<file path="config.mk">
export PLATFORM = sky130hd
export DESIGN_NAME = axi_burst_dma
export DESIGN_NICKNAME = d
export VERILOG_FILES = /design/src/rtl/axi_burst_dma_pkg.sv /design/src/rtl/dma_wr_engine.sv /design/src/rtl/dma_rd_engine.sv /design/src/rtl/axi_burst_dma.sv
export SDC_FILE = /design/constraint.sdc
export NUM_CORES = 1
export LEC_CHECK = 0
export ABC_AREA = 1
export BUFFER_PORTS_ARGS = -buffer_cell sky130_fd_sc_hd__buf_2
export CAP_MARGIN = 25
export CORE_AREA = 2 2 181 183
export DETAILED_ROUTE_END_ITERATION = 10
export DIE_AREA = 0 0 183 185
export PLACE_DENSITY = 0.46
export SETUP_SLACK_MARGIN = 0.3
export SLEW_MARGIN = 20
export SYNTH_ARGS = -nofsm -noshare
export SYNTH_HDL_FRONTEND = slang
export SYNTH_SLANG_ARGS = --single-unit
</file>
<file path="constraint.sdc">
create_clock -name clk -period 1.7 [get_ports clk]
set_input_delay 0.255 -clock clk [delete_from_list [all_inputs] [get_ports clk]]
set_output_delay 0.255 -clock clk [all_outputs]
set_load 0.01 [all_outputs]
</file>
<file path="src/rtl/axi_burst_dma_pkg.sv">
// Shared types and constants for the burst DMA master.
// Assumes a fixed 8-byte beat and a single transaction ID.
package axi_burst_dma_pkg;
    typedef enum logic [1:0] {
        ENG_IDLE,
        ENG_ADDR,
        ENG_DATA,
        ENG_RESP
    } eng_state_t;

    localparam logic [1:0] BURST_INCR = 2'b01;
    localparam logic [1:0] RESP_OKAY  = 2'b00;
endpackage

</file>
<file path="src/rtl/dma_wr_engine.sv">
// Write engine: accepts one command, issues one INCR burst and forwards
// stream words as write beats, then waits for the write response.
// Assumes an aligned start address and no 4 KB crossing (the caller's job).
module dma_wr_engine
    import axi_burst_dma_pkg::*;
#(
    parameter int ADDR_W = 32,
    parameter int DATA_W = 64,
    parameter int LEN_W  = 8,
    parameter int ID_W   = 1
) (
    input  logic              clk,
    input  logic              rst_n,
    input  logic [ADDR_W-1:0] cmd_addr,
    input  logic [LEN_W-1:0]  cmd_len,
    input  logic              cmd_valid,
    output logic              cmd_ready,
    input  logic [DATA_W-1:0] in_data,
    input  logic              in_valid,
    output logic              in_ready,
    output logic              err,
    output logic [ID_W-1:0]   awid,
    output logic [ADDR_W-1:0] awaddr,
    output logic [LEN_W-1:0]  awlen,
    output logic [2:0]        awsize,
    output logic [1:0]        awburst,
    output logic              awvalid,
    input  logic              awready,
    output logic [DATA_W-1:0] wdata,
    output logic [DATA_W/8-1:0] wstrb,
    output logic              wlast,
    output logic              wvalid,
    input  logic              wready,
    input  logic [1:0]        bresp,
    input  logic              bvalid,
    output logic              bready
);
    localparam int         STRB_W    = DATA_W / 8;
    localparam logic [2:0] SIZE_CODE = 3'($clog2(STRB_W));

    eng_state_t        st_q;
    logic [ADDR_W-1:0] addr_q;
    logic [LEN_W-1:0]  len_q;
    logic [LEN_W-1:0]  beat_q;
    logic              err_q;
    logic              beat_go;

    assign beat_go = wvalid && wready;

    // Burst sequencing: command latch, address, data beats, response.
    always_ff @(posedge clk) begin
        if (!rst_n) begin
            st_q   <= ENG_IDLE;
            addr_q <= '0;
            len_q  <= '0;
            beat_q <= '0;
            err_q  <= 1'b0;
        end else begin
            case (st_q)
                ENG_IDLE: begin
                    if (cmd_valid) begin
                        addr_q <= cmd_addr;
                        len_q  <= cmd_len;
                        beat_q <= '0;
                        st_q   <= ENG_ADDR;
                    end
                end
                ENG_ADDR: begin
                    if (awready) st_q <= ENG_DATA;
                end
                ENG_DATA: begin
                    if (beat_go) begin
                        beat_q <= beat_q + 1'b1;
                        if (beat_q == len_q) st_q <= ENG_RESP;
                    end
                end
                ENG_RESP: begin
                    if (bvalid) begin
                        if (bresp != RESP_OKAY) err_q <= 1'b1;
                        st_q <= ENG_IDLE;
                    end
                end
                default: st_q <= ENG_IDLE;
            endcase
        end
    end

    // Channel outputs decoded from the engine state.
    always_comb begin
        cmd_ready = (st_q == ENG_IDLE);
        awvalid   = (st_q == ENG_ADDR);
        awid      = '0;
        awaddr    = addr_q;
        awlen     = len_q;
        awsize    = SIZE_CODE;
        awburst   = BURST_INCR;
        wvalid    = (st_q == ENG_DATA) && in_valid;
        in_ready  = (st_q == ENG_DATA) && wready;
        wdata     = in_data;
        wstrb     = '1;
        wlast     = (st_q == ENG_DATA) && (beat_q == len_q);
        bready    = (st_q == ENG_RESP);
        err       = err_q;
    end

    // Ready must drop right after a command is taken.
    p_wcmd_drop_r2: assert property (@(posedge clk) disable iff (!rst_n)
        (cmd_valid && cmd_ready) |=> (!cmd_ready && awvalid));
    // Address held until accepted.
    p_aw_hold_r3: assert property (@(posedge clk) disable iff (!rst_n)
        (awvalid && !awready) |=> (awvalid && $stable(awaddr) && $stable(awlen)));
    // Stream ready never runs ahead of the write channel.
    p_in_gate_r4: assert property (@(posedge clk) disable iff (!rst_n)
        in_ready |-> wready);
    // No beat after the final one.
    p_wlast_final_r5: assert property (@(posedge clk) disable iff (!rst_n)
        (beat_go && wlast) |=> !wvalid);
    // Completion only through the response handshake.
    p_wready_after_b_r6: assert property (@(posedge clk) disable iff (!rst_n)
        $rose(cmd_ready) |-> $past(bvalid && bready));
    // Error flag is sticky.
    p_werr_sticky_r10: assert property (@(posedge clk) disable iff (!rst_n)
        err |=> err);
endmodule

</file>
<file path="src/rtl/dma_rd_engine.sv">
// Read engine: accepts one command, issues one INCR read burst and
// forwards read beats to the output stream, stalling on backpressure.
// Assumes an aligned start address and no 4 KB crossing (the caller's job).
module dma_rd_engine
    import axi_burst_dma_pkg::*;
#(
    parameter int ADDR_W = 32,
    parameter int DATA_W = 64,
    parameter int LEN_W  = 8,
    parameter int ID_W   = 1
) (
    input  logic              clk,
    input  logic              rst_n,
    input  logic [ADDR_W-1:0] cmd_addr,
    input  logic [LEN_W-1:0]  cmd_len,
    input  logic              cmd_valid,
    output logic              cmd_ready,
    output logic [DATA_W-1:0] out_data,
    output logic              out_valid,
    input  logic              out_ready,
    output logic              err,
    output logic [ID_W-1:0]   arid,
    output logic [ADDR_W-1:0] araddr,
    output logic [LEN_W-1:0]  arlen,
    output logic [2:0]        arsize,
    output logic [1:0]        arburst,
    output logic              arvalid,
    input  logic              arready,
    input  logic [DATA_W-1:0] rdata,
    input  logic [1:0]        rresp,
    input  logic              rlast,
    input  logic              rvalid,
    output logic              rready
);
    localparam int         STRB_W    = DATA_W / 8;
    localparam logic [2:0] SIZE_CODE = 3'($clog2(STRB_W));

    eng_state_t        st_q;
    logic [ADDR_W-1:0] addr_q;
    logic [LEN_W-1:0]  len_q;
    logic              err_q;
    logic              beat_go;

    assign beat_go = rvalid && rready;

    // Burst sequencing: command latch, address, data until the last beat.
    always_ff @(posedge clk) begin
        if (!rst_n) begin
            st_q   <= ENG_IDLE;
            addr_q <= '0;
            len_q  <= '0;
            err_q  <= 1'b0;
        end else begin
            case (st_q)
                ENG_IDLE: begin
                    if (cmd_valid) begin
                        addr_q <= cmd_addr;
                        len_q  <= cmd_len;
                        st_q   <= ENG_ADDR;
                    end
                end
                ENG_ADDR: begin
                    if (arready) st_q <= ENG_DATA;
                end
                ENG_DATA: begin
                    if (beat_go) begin
                        if (rresp != RESP_OKAY) err_q <= 1'b1;
                        if (rlast) st_q <= ENG_IDLE;
                    end
                end
                default: st_q <= ENG_IDLE;
            endcase
        end
    end

    // Channel outputs decoded from the engine state.
    always_comb begin
        cmd_ready = (st_q == ENG_IDLE);
        arvalid   = (st_q == ENG_ADDR);
        arid      = '0;
        araddr    = addr_q;
        arlen     = len_q;
        arsize    = SIZE_CODE;
        arburst   = BURST_INCR;
        rready    = (st_q == ENG_DATA) && out_ready;
        out_valid = (st_q == ENG_DATA) && rvalid;
        out_data  = rdata;
        err       = err_q;
    end

    // Ready must drop right after a command is taken.
    p_rcmd_drop_r7: assert property (@(posedge clk) disable iff (!rst_n)
        (cmd_valid && cmd_ready) |=> (!cmd_ready && arvalid));
    // Address held until accepted.
    p_ar_hold_r7: assert property (@(posedge clk) disable iff (!rst_n)
        (arvalid && !arready) |=> (arvalid && $stable(araddr) && $stable(arlen)));
    // Read channel only drains when downstream takes the word.
    p_rready_gate_r8: assert property (@(posedge clk) disable iff (!rst_n)
        rready |-> out_ready);
    // Completion only through the last read beat.
    p_rready_after_last_r9: assert property (@(posedge clk) disable iff (!rst_n)
        $rose(cmd_ready) |-> $past(rvalid && rready && rlast));
    // Error flag is sticky.
    p_rerr_sticky_r10: assert property (@(posedge clk) disable iff (!rst_n)
        err |=> err);
endmodule

</file>
<file path="src/rtl/axi_burst_dma.sv">
// Top of the burst DMA master: one write engine and one read engine
// sharing only clock and reset. Assumes commands respect 4 KB pages.
module axi_burst_dma #(
    parameter int ADDR_W = 32,
    parameter int DATA_W = 64,
    parameter int LEN_W  = 8,
    parameter int ID_W   = 1
) (
    input  logic                clk,
    input  logic                rst_n,
    input  logic [ADDR_W-1:0]   wr_cmd_addr,
    input  logic [LEN_W-1:0]    wr_cmd_len,
    input  logic                wr_cmd_valid,
    output logic                wr_cmd_ready,
    input  logic [DATA_W-1:0]   wr_in_data,
    input  logic                wr_in_valid,
    output logic                wr_in_ready,
    input  logic [ADDR_W-1:0]   rd_cmd_addr,
    input  logic [LEN_W-1:0]    rd_cmd_len,
    input  logic                rd_cmd_valid,
    output logic                rd_cmd_ready,
    output logic [DATA_W-1:0]   rd_out_data,
    output logic                rd_out_valid,
    input  logic                rd_out_ready,
    output logic                wr_err,
    output logic                rd_err,
    output logic [ID_W-1:0]     m_awid,
    output logic [ADDR_W-1:0]   m_awaddr,
    output logic [LEN_W-1:0]    m_awlen,
    output logic [2:0]          m_awsize,
    output logic [1:0]          m_awburst,
    output logic                m_awvalid,
    input  logic                m_awready,
    output logic [DATA_W-1:0]   m_wdata,
    output logic [DATA_W/8-1:0] m_wstrb,
    output logic                m_wlast,
    output logic                m_wvalid,
    input  logic                m_wready,
    input  logic [1:0]          m_bresp,
    input  logic                m_bvalid,
    output logic                m_bready,
    output logic [ID_W-1:0]     m_arid,
    output logic [ADDR_W-1:0]   m_araddr,
    output logic [LEN_W-1:0]    m_arlen,
    output logic [2:0]          m_arsize,
    output logic [1:0]          m_arburst,
    output logic                m_arvalid,
    input  logic                m_arready,
    input  logic [DATA_W-1:0]   m_rdata,
    input  logic [1:0]          m_rresp,
    input  logic                m_rlast,
    input  logic                m_rvalid,
    output logic                m_rready
);
    dma_wr_engine #(
        .ADDR_W(ADDR_W), .DATA_W(DATA_W), .LEN_W(LEN_W), .ID_W(ID_W)
    ) wr_eng_i (
        .clk(clk), .rst_n(rst_n),
        .cmd_addr(wr_cmd_addr), .cmd_len(wr_cmd_len),
        .cmd_valid(wr_cmd_valid), .cmd_ready(wr_cmd_ready),
        .in_data(wr_in_data), .in_valid(wr_in_valid), .in_ready(wr_in_ready),
        .err(wr_err),
        .awid(m_awid), .awaddr(m_awaddr), .awlen(m_awlen), .awsize(m_awsize),
        .awburst(m_awburst), .awvalid(m_awvalid), .awready(m_awready),
        .wdata(m_wdata), .wstrb(m_wstrb), .wlast(m_wlast),
        .wvalid(m_wvalid), .wready(m_wready),
        .bresp(m_bresp), .bvalid(m_bvalid), .bready(m_bready)
    );

    dma_rd_engine #(
        .ADDR_W(ADDR_W), .DATA_W(DATA_W), .LEN_W(LEN_W), .ID_W(ID_W)
    ) rd_eng_i (
        .clk(clk), .rst_n(rst_n),
        .cmd_addr(rd_cmd_addr), .cmd_len(rd_cmd_len),
        .cmd_valid(rd_cmd_valid), .cmd_ready(rd_cmd_ready),
        .out_data(rd_out_data), .out_valid(rd_out_valid), .out_ready(rd_out_ready),
        .err(rd_err),
        .arid(m_arid), .araddr(m_araddr), .arlen(m_arlen), .arsize(m_arsize),
        .arburst(m_arburst), .arvalid(m_arvalid), .arready(m_arready),
        .rdata(m_rdata), .rresp(m_rresp), .rlast(m_rlast),
        .rvalid(m_rvalid), .rready(m_rready)
    );

    // Engines come out of reset idle and ready.
    p_reset_idle_r1: assert property (@(posedge clk)
        $rose(rst_n) |-> (wr_cmd_ready && rd_cmd_ready && !m_awvalid && !m_arvalid
                          && !wr_err && !rd_err));
endmodule

</file>
==> results of run 1 <==
-- per-stage QoR --
step           setup TNS [ns]   util  instances
2_1_floorplan               0      -        659
3_3_place_gp                0  0.163       1090
3_5_place_dp                0  0.163       1090
4_1_cts                     0  0.177       1112
5_1_grt               -0.0579  0.182       1115
6_report                    0  0.182       1115
-- timing repair --
item,4_1_cts,5_1_grt
pin swaps,4,16
setup endpoints to repair,49,26
gates resized for setup,23,45
endpoints found under the hold margin,0,0
setup buffers,7,3
-- routing by layer --
layer  vias up  GRT usage  share of wire
met2       146      0.129           0.47
li1       1953          -              -
met1      1762     0.0895           0.41
met3        55     0.0381          0.079
met4         6     0.0496          0.036
met5         -     0.0104         0.0050
-- flip-flops by register name, indices dropped and copies added, names as in the netlist --
register,cells
wr_eng_i.beat_q,8
wr_eng_i.awaddr,32
rd_eng_i.araddr,32
rd_eng_i.err,1
rd_eng_i.st_q,2
wr_eng_i.st_q,2
rd_eng_i.arlen,8
wr_eng_i.err,1
wr_eng_i.awlen,8
-- power by group through the flow --
stage | logic (mW) | registers (mW) | clock network, mW
after floorplan | 1.49 | 3.02 | 0
after global placement | 2.18 | 2.87 | 0
after detailed placement | 2.21 | 2.88 | 0
after CTS | 2.39 | 2.85 | 2.31
after global routing | 2.85 | 2.91 | 2.41
final | 2.53 | 2.86 | 2.17
-- worst paths after layout --
path / startpoint / end / depth (start not counted)
setup reg to reg: wr_eng_i.st_q[0] / wr_eng_i.beat_q[6] / 9
hold reg to reg: rd_eng_i.err / rd_eng_i.err / 2
setup / recovery: wr_eng_i.awlen[5] / m_wlast / 5
hold / removal: rd_cmd_len[1] / rd_eng_i.arlen[1] / 3
-- logic make-up after synthesis --
logic type,count (synthesis),synth area share
xor gates and xnor gates,5,0.00913
adders and majority gates,5,0.0130
AOI/OAI and AO/OA,101,0.108
other,2,0.00156
buffers and inverters,210,0.286
and+or+nand+nor,224,0.189
DFF,94,0.392
-- critical path: stages (launching register included) --
cell and delay (ns):
dfxtp_2 0.38, xnor2_2 0.12, nand2_1 0.07, nor2_2 0.15, and3_1 0.17, buf_2 0.13
-- placed cells by master, fill, tap and decap left out, types with 5 or more instances in the layout --
cell type	instances
conb_1	20
a21oi_1	11
nor2_2	5
dfxtp_1	84
nand2_2	6
o21ai_0	78
inv_1	28
inv_2	5
buf_4	8
dfxtp_2	8
buf_2	182
nor2_1	158
buf_6	11
nand2_1	38
clkbuf_16	9
-- final cells by class --
cell class | instances | area [sq um] | share of cell area
sequential | 94 | 1900 | 0.326
inverter | 37 | 151 | 0.0260
clock buffer | 12 | 267 | 0.0457
clock inverter | 3 | 42.5 | 0.00730
tap | 408 | 510 | 0.0876
timing repair buffer | 206 | 1190 | 0.204
multi-input combinational | 355 | 1770 | 0.303
==> qor.csv, run 1 <==
stage;metric;value;unit
drt;1st-pass router iterations;4;
clock_tree;CTS tree;done;
critical_path;CP Data Arrival Time;1.37;ns
placed_design;dpl cell area;0.00524;sq mm
sta;Hold Slack;0.142;ns
power;power density over the cells;1300;mW/mm^2
flow_run;maximum capacitance violations;0;
global_route;gr usage total;0.0820;
synth;library cells used by synthesis;34;
critical_path;data required time of the worst path;1.44;ns
synth;count leader, synth;nor2_1;
drt;Initial DRC Count;106;
global_route;number of global-route vias before repair;3643;
power;Leak Pwr;2.74;nW
floorplan;FP Rows;66;
drt;drt via density;3.52;
synth;Mapped Avg Cell Area;7.49;sq um
sta;fin crit share;0.955;
floorplan;die area;0.0339;sq mm
outcome;outcome;finished, final reports clean;
sta;RSZ-0062 raised after global routing;true;
drt;Post-DRT Antenna Nets;0;
synth;share of the synthesized area in the top cell type;0.392;
global_route;remaining global-route overflow;0;
floorplan;die width;183;um
power;Max VDD drop;414;uV
placed_design;Post-Place Worst Slack;0.197;ns
critical_path;reg2reg setup slack;0.16;ns
synth;Mapped Area;0.00480;sq mm
synth;share of synthesized registers carrying an async set or reset;0;
synth;most frequent cells after synthesis;nor2_1 (165), buf_4 (152), dfxtp_1 (94), o21ai_0 (82), nand2_1 (43);
sta;Max Freq;616;MHz
layout;final instance area;0.00583;sq mm
sta;Slew Viols, Final;0;
placed_design;dpl hpwl;10500;um
clock_tree;CTS clk-pin slew, worst paths;0.07;ns
power;Sw Ratio;0.346;
sta;final hold vios;0;
layout;# diodes;0;
layout;share of cells above drive strength 1;0.386;
worst_hold_path;HP Class;input pin to flop;
clock_tree;clock sinks;94;
clock_tree;TritonCTS Buffers;9;
layout;Layout area overhead;21.4;%
synth;Post-synth top flop;dfxtp_1;
drt;routed vias;3922;
critical_path;Crit Path Max Fanout;3;
synth;synth warn;0;
drt;wirelength, routed;14100;um
global_route;largest net degree at the start of global routing;46;
synth;synthesized instance count;641;
floorplan;DIE HEIGHT;185;um
clock_tree;H-tree Lvls;3;
clock_tree;Post-CTS Hold Buffers;0;
sta;slack of the critical path;0.0762;ns
critical_path;WS Path Type;flop to output pin;
global_route;first-pass GRT wire length;20600;um
floorplan;Initial Utilization;0.150;
floorplan;core area;0.0320;sq mm
placed_design;global placement routability congestion;0.708;
synth;number of synthesized flops with an enable pin;0;
synth;synth top area cells;dfxtp_1 (39%), buf_4 (24%), nor2_1 (13%);
power;Gate power share;0.335;
sta;Setup Viol. Count Final;0;
clock_tree;clk_lat worst skew;0.36;ns
critical_path;endpoint type of the worst setup path;output pin;
drt;DRC viols;0;
power;Design Power;7.56;mW
power;clock power share;0.287;
sta;Layout Skew;0.0101;ns
placed_design;Port Buffer Count;187;
power;Switching Power;2.61;mW
synth;post-synthesis sequential area ratio;0.392;
critical_path;element type at the critical path start;flop;
drt;routed len/inst;12.6;um
synth;largest area contributor in the netlist;dfxtp_1;
floorplan;# IOs;464;
clock_tree;Max clock buf depth;2;
layout;Nets;932;
layout;Fillers;3676;
global_route;initial antenna violation count;2;
power;Seq pwr share;0.378;
synth;Synth Register Bits;94;
sta;Tmin final;1.62;ns
power;internal power;4.95;mW
clock_tree;clk root buf;clkbuf_16;
No activity file was read; power rests on OpenSTA's default activity.
==> run 2, diff against run 1 <==
Settings changed: SETUP_SLACK_MARGIN 0.3 to 0.1.
==> qor.csv, run 2 (same netlist as run 1, synthesis figures left out) <==
stage;metric;value;unit
outcome;outcome;finished, final reports clean;
floorplan;die area;0.0339;sq mm
layout;Layout area overhead;17.5;%
floorplan;FP Rows;66;
critical_path;endpoint type of the worst setup path;output pin;
sta;slack of the critical path;0.0623;ns
critical_path;WS Path Type;flop to output pin;
layout;share of cells above drive strength 1;0.352;
global_route;first-pass GRT wire length;19900;um
global_route;gr usage total;0.0782;
power;Gate power share;0.301;
global_route;number of global-route vias before repair;3593;
clock_tree;CTS tree;done;
power;Max VDD drop;420;uV
power;power density over the cells;1290;mW/mm^2
critical_path;data required time of the worst path;1.44;ns
floorplan;# IOs;464;
power;Leak Pwr;2.69;nW
critical_path;CP Data Arrival Time;1.38;ns
worst_hold_path;HP Class;input pin to flop;
layout;commonest non-fill, non-tap cell in the layout;buf_2;
global_route;largest net degree at the start of global routing;46;
flow_run;maximum capacitance violations;0;
critical_path;FF-to-FF End;wr_eng_i.beat_q[6];
sta;RSZ-0062 raised after global routing;true;
layout;most frequent cells in the layout;buf_2 (186), nor2_1 (163), dfxtp_1 (84), o21ai_0 (82), nand2_1 (42);
layout;post-layout util;0.176;
drt;Post-DRT Antenna Nets;0;
drt;DRC viols;0;
drt;wirelength, routed;13400;um
global_route;remaining global-route overflow;0;
clock_tree;H-tree Lvls;3;
drt;drt via density;3.47;
critical_path;crit path from;wr_eng_i.beat_q[1];
clock_tree;CTS clk-pin slew, worst paths;0.07;ns
clock_tree;clk root buf;clkbuf_16;
sta;Setup Viol. Count Final;0;
sta;Tmin final;1.64;ns
floorplan;die width;183;um
sta;setup tns final;0;ns
power;Sw Ratio;0.333;
placed_design;global placement routability congestion;0.741;
sta;fin crit share;0.963;
floorplan;DIE HEIGHT;185;um
floorplan;Initial Utilization;0.150;
power;Switching Power;2.42;mW
sta;final hold vios;0;
placed_design;Post-Place Worst Slack;0.113;ns
clock_tree;TritonCTS Buffers;9;
placed_design;Port Buffer Count;187;
power;internal power;4.84;mW
critical_path;element type at the critical path start;flop;
sta;Max Freq;611;MHz
drt;routed len/inst;12.1;um
critical_path;Crit Reg-Reg Startpoint;wr_eng_i.st_q[1];
worst_hold_path;end of the worst hold path;wr_eng_i.awaddr[27];
floorplan;core area;0.0320;sq mm
worst_hold_path;Hold Startpoint;wr_cmd_addr[27];
global_route;initial antenna violation count;0;
sta;Layout Skew;0.00620;ns
critical_path;R2R depth;10;
clock_tree;clk_lat worst skew;0.36;ns
clock_tree;clock sinks;94;
drt;Initial DRC Count;113;
clock_tree;Max clock buf depth;2;
power;Seq pwr share;0.389;
sta;Hold Slack;0.141;ns
sta;Slew Viols, Final;0;
drt;routed vias;3848;
worst_hold_path;Cells on Worst Hold Path;3;
layout;Nets;927;
critical_path;Crit Path Max Fanout;3;
drt;1st-pass router iterations;4;
power;Design Power;7.26;mW
layout;# diodes;0;
power;clock power share;0.310;
critical_path;reg2reg setup slack;0.22;ns
placed_design;dpl hpwl;10300;um
run 2: timing repair:
action                                  in CTS  in global routing
pin swaps                                    4                  4
setup buffers                                3                  1
gates resized for setup                     13                 15
hold buffers                                 0                  0
endpoints found under the setup margin       3                 12
endpoints found under the hold margin        0                  0
run 2: worst max path at each step:
stage / slack, ns / cells after the start / endpoint
2_1_floorplan: 0.24 / 9 / wr_eng_i.beat_q[6]
3_3_place_gp: 0.15 / 6 / wr_eng_i.beat_q[6]
3_5_place_dp: 0.11 / 8 / wr_eng_i.beat_q[6]
4_1_cts: 0.03 / 5 / m_wlast
5_1_grt: -0.02 / 5 / m_wlast
6_report: 0.06 / 5 / m_wlast
run 2: power groups by stage:
| stage | Clock (mW) | Sequential (mW) | Combinational, mW |
|---|---|---|---|
| 2_1_floorplan | 0 | 3.01 | 1.44 |
| 5_1_grt | 2.46 | 2.88 | 2.48 |
| 3_5_place_dp | 0 | 2.86 | 2.11 |
| 6_report | 2.25 | 2.82 | 2.18 |
| 3_3_place_gp | 0 | 2.85 | 2.10 |
| 4_1_cts | 2.39 | 2.82 | 2.15 |
run 2: through the flow:
step	cells	instance area, sq um
final	1110	5640
after global routing	1110	5640
after CTS	1109	5570
after detailed placement	1091	5200
after global placement	1091	5200
after floorplan	659	4870
run 2: routing by layer:
metal	vias to the layer above	GRT usage	part of all wire
met5	-	0	0
met4	0	0.0544	0.045
met3	58	0.0389	0.094
met2	151	0.120	0.47
met1	1695	0.0844	0.39
li1	1944	-	-
run 2: layout make-up:
| class | instances | area [sq um] |
|---|---|---|
| Clock buffer | 11 | 253 |
| Clock inverter | 4 | 70.1 |
| Fill cell | 3692 | 26400 |
| Inverter | 37 | 141 |
| Multi-Input combinational cell | 355 | 1670 |
| Sequential cell | 94 | 1900 |
| Tap cell | 408 | 510 |
| Timing Repair Buffer | 201 | 1100 |
run 2: critical path, stage by stage, from the launching register on:
cell and delay [ns]:
dfxtp_4 0.36, xnor2_2 0.16, nand2_2 0.09, nor2_4 0.13, and3_4 0.18, buf_6 0.09
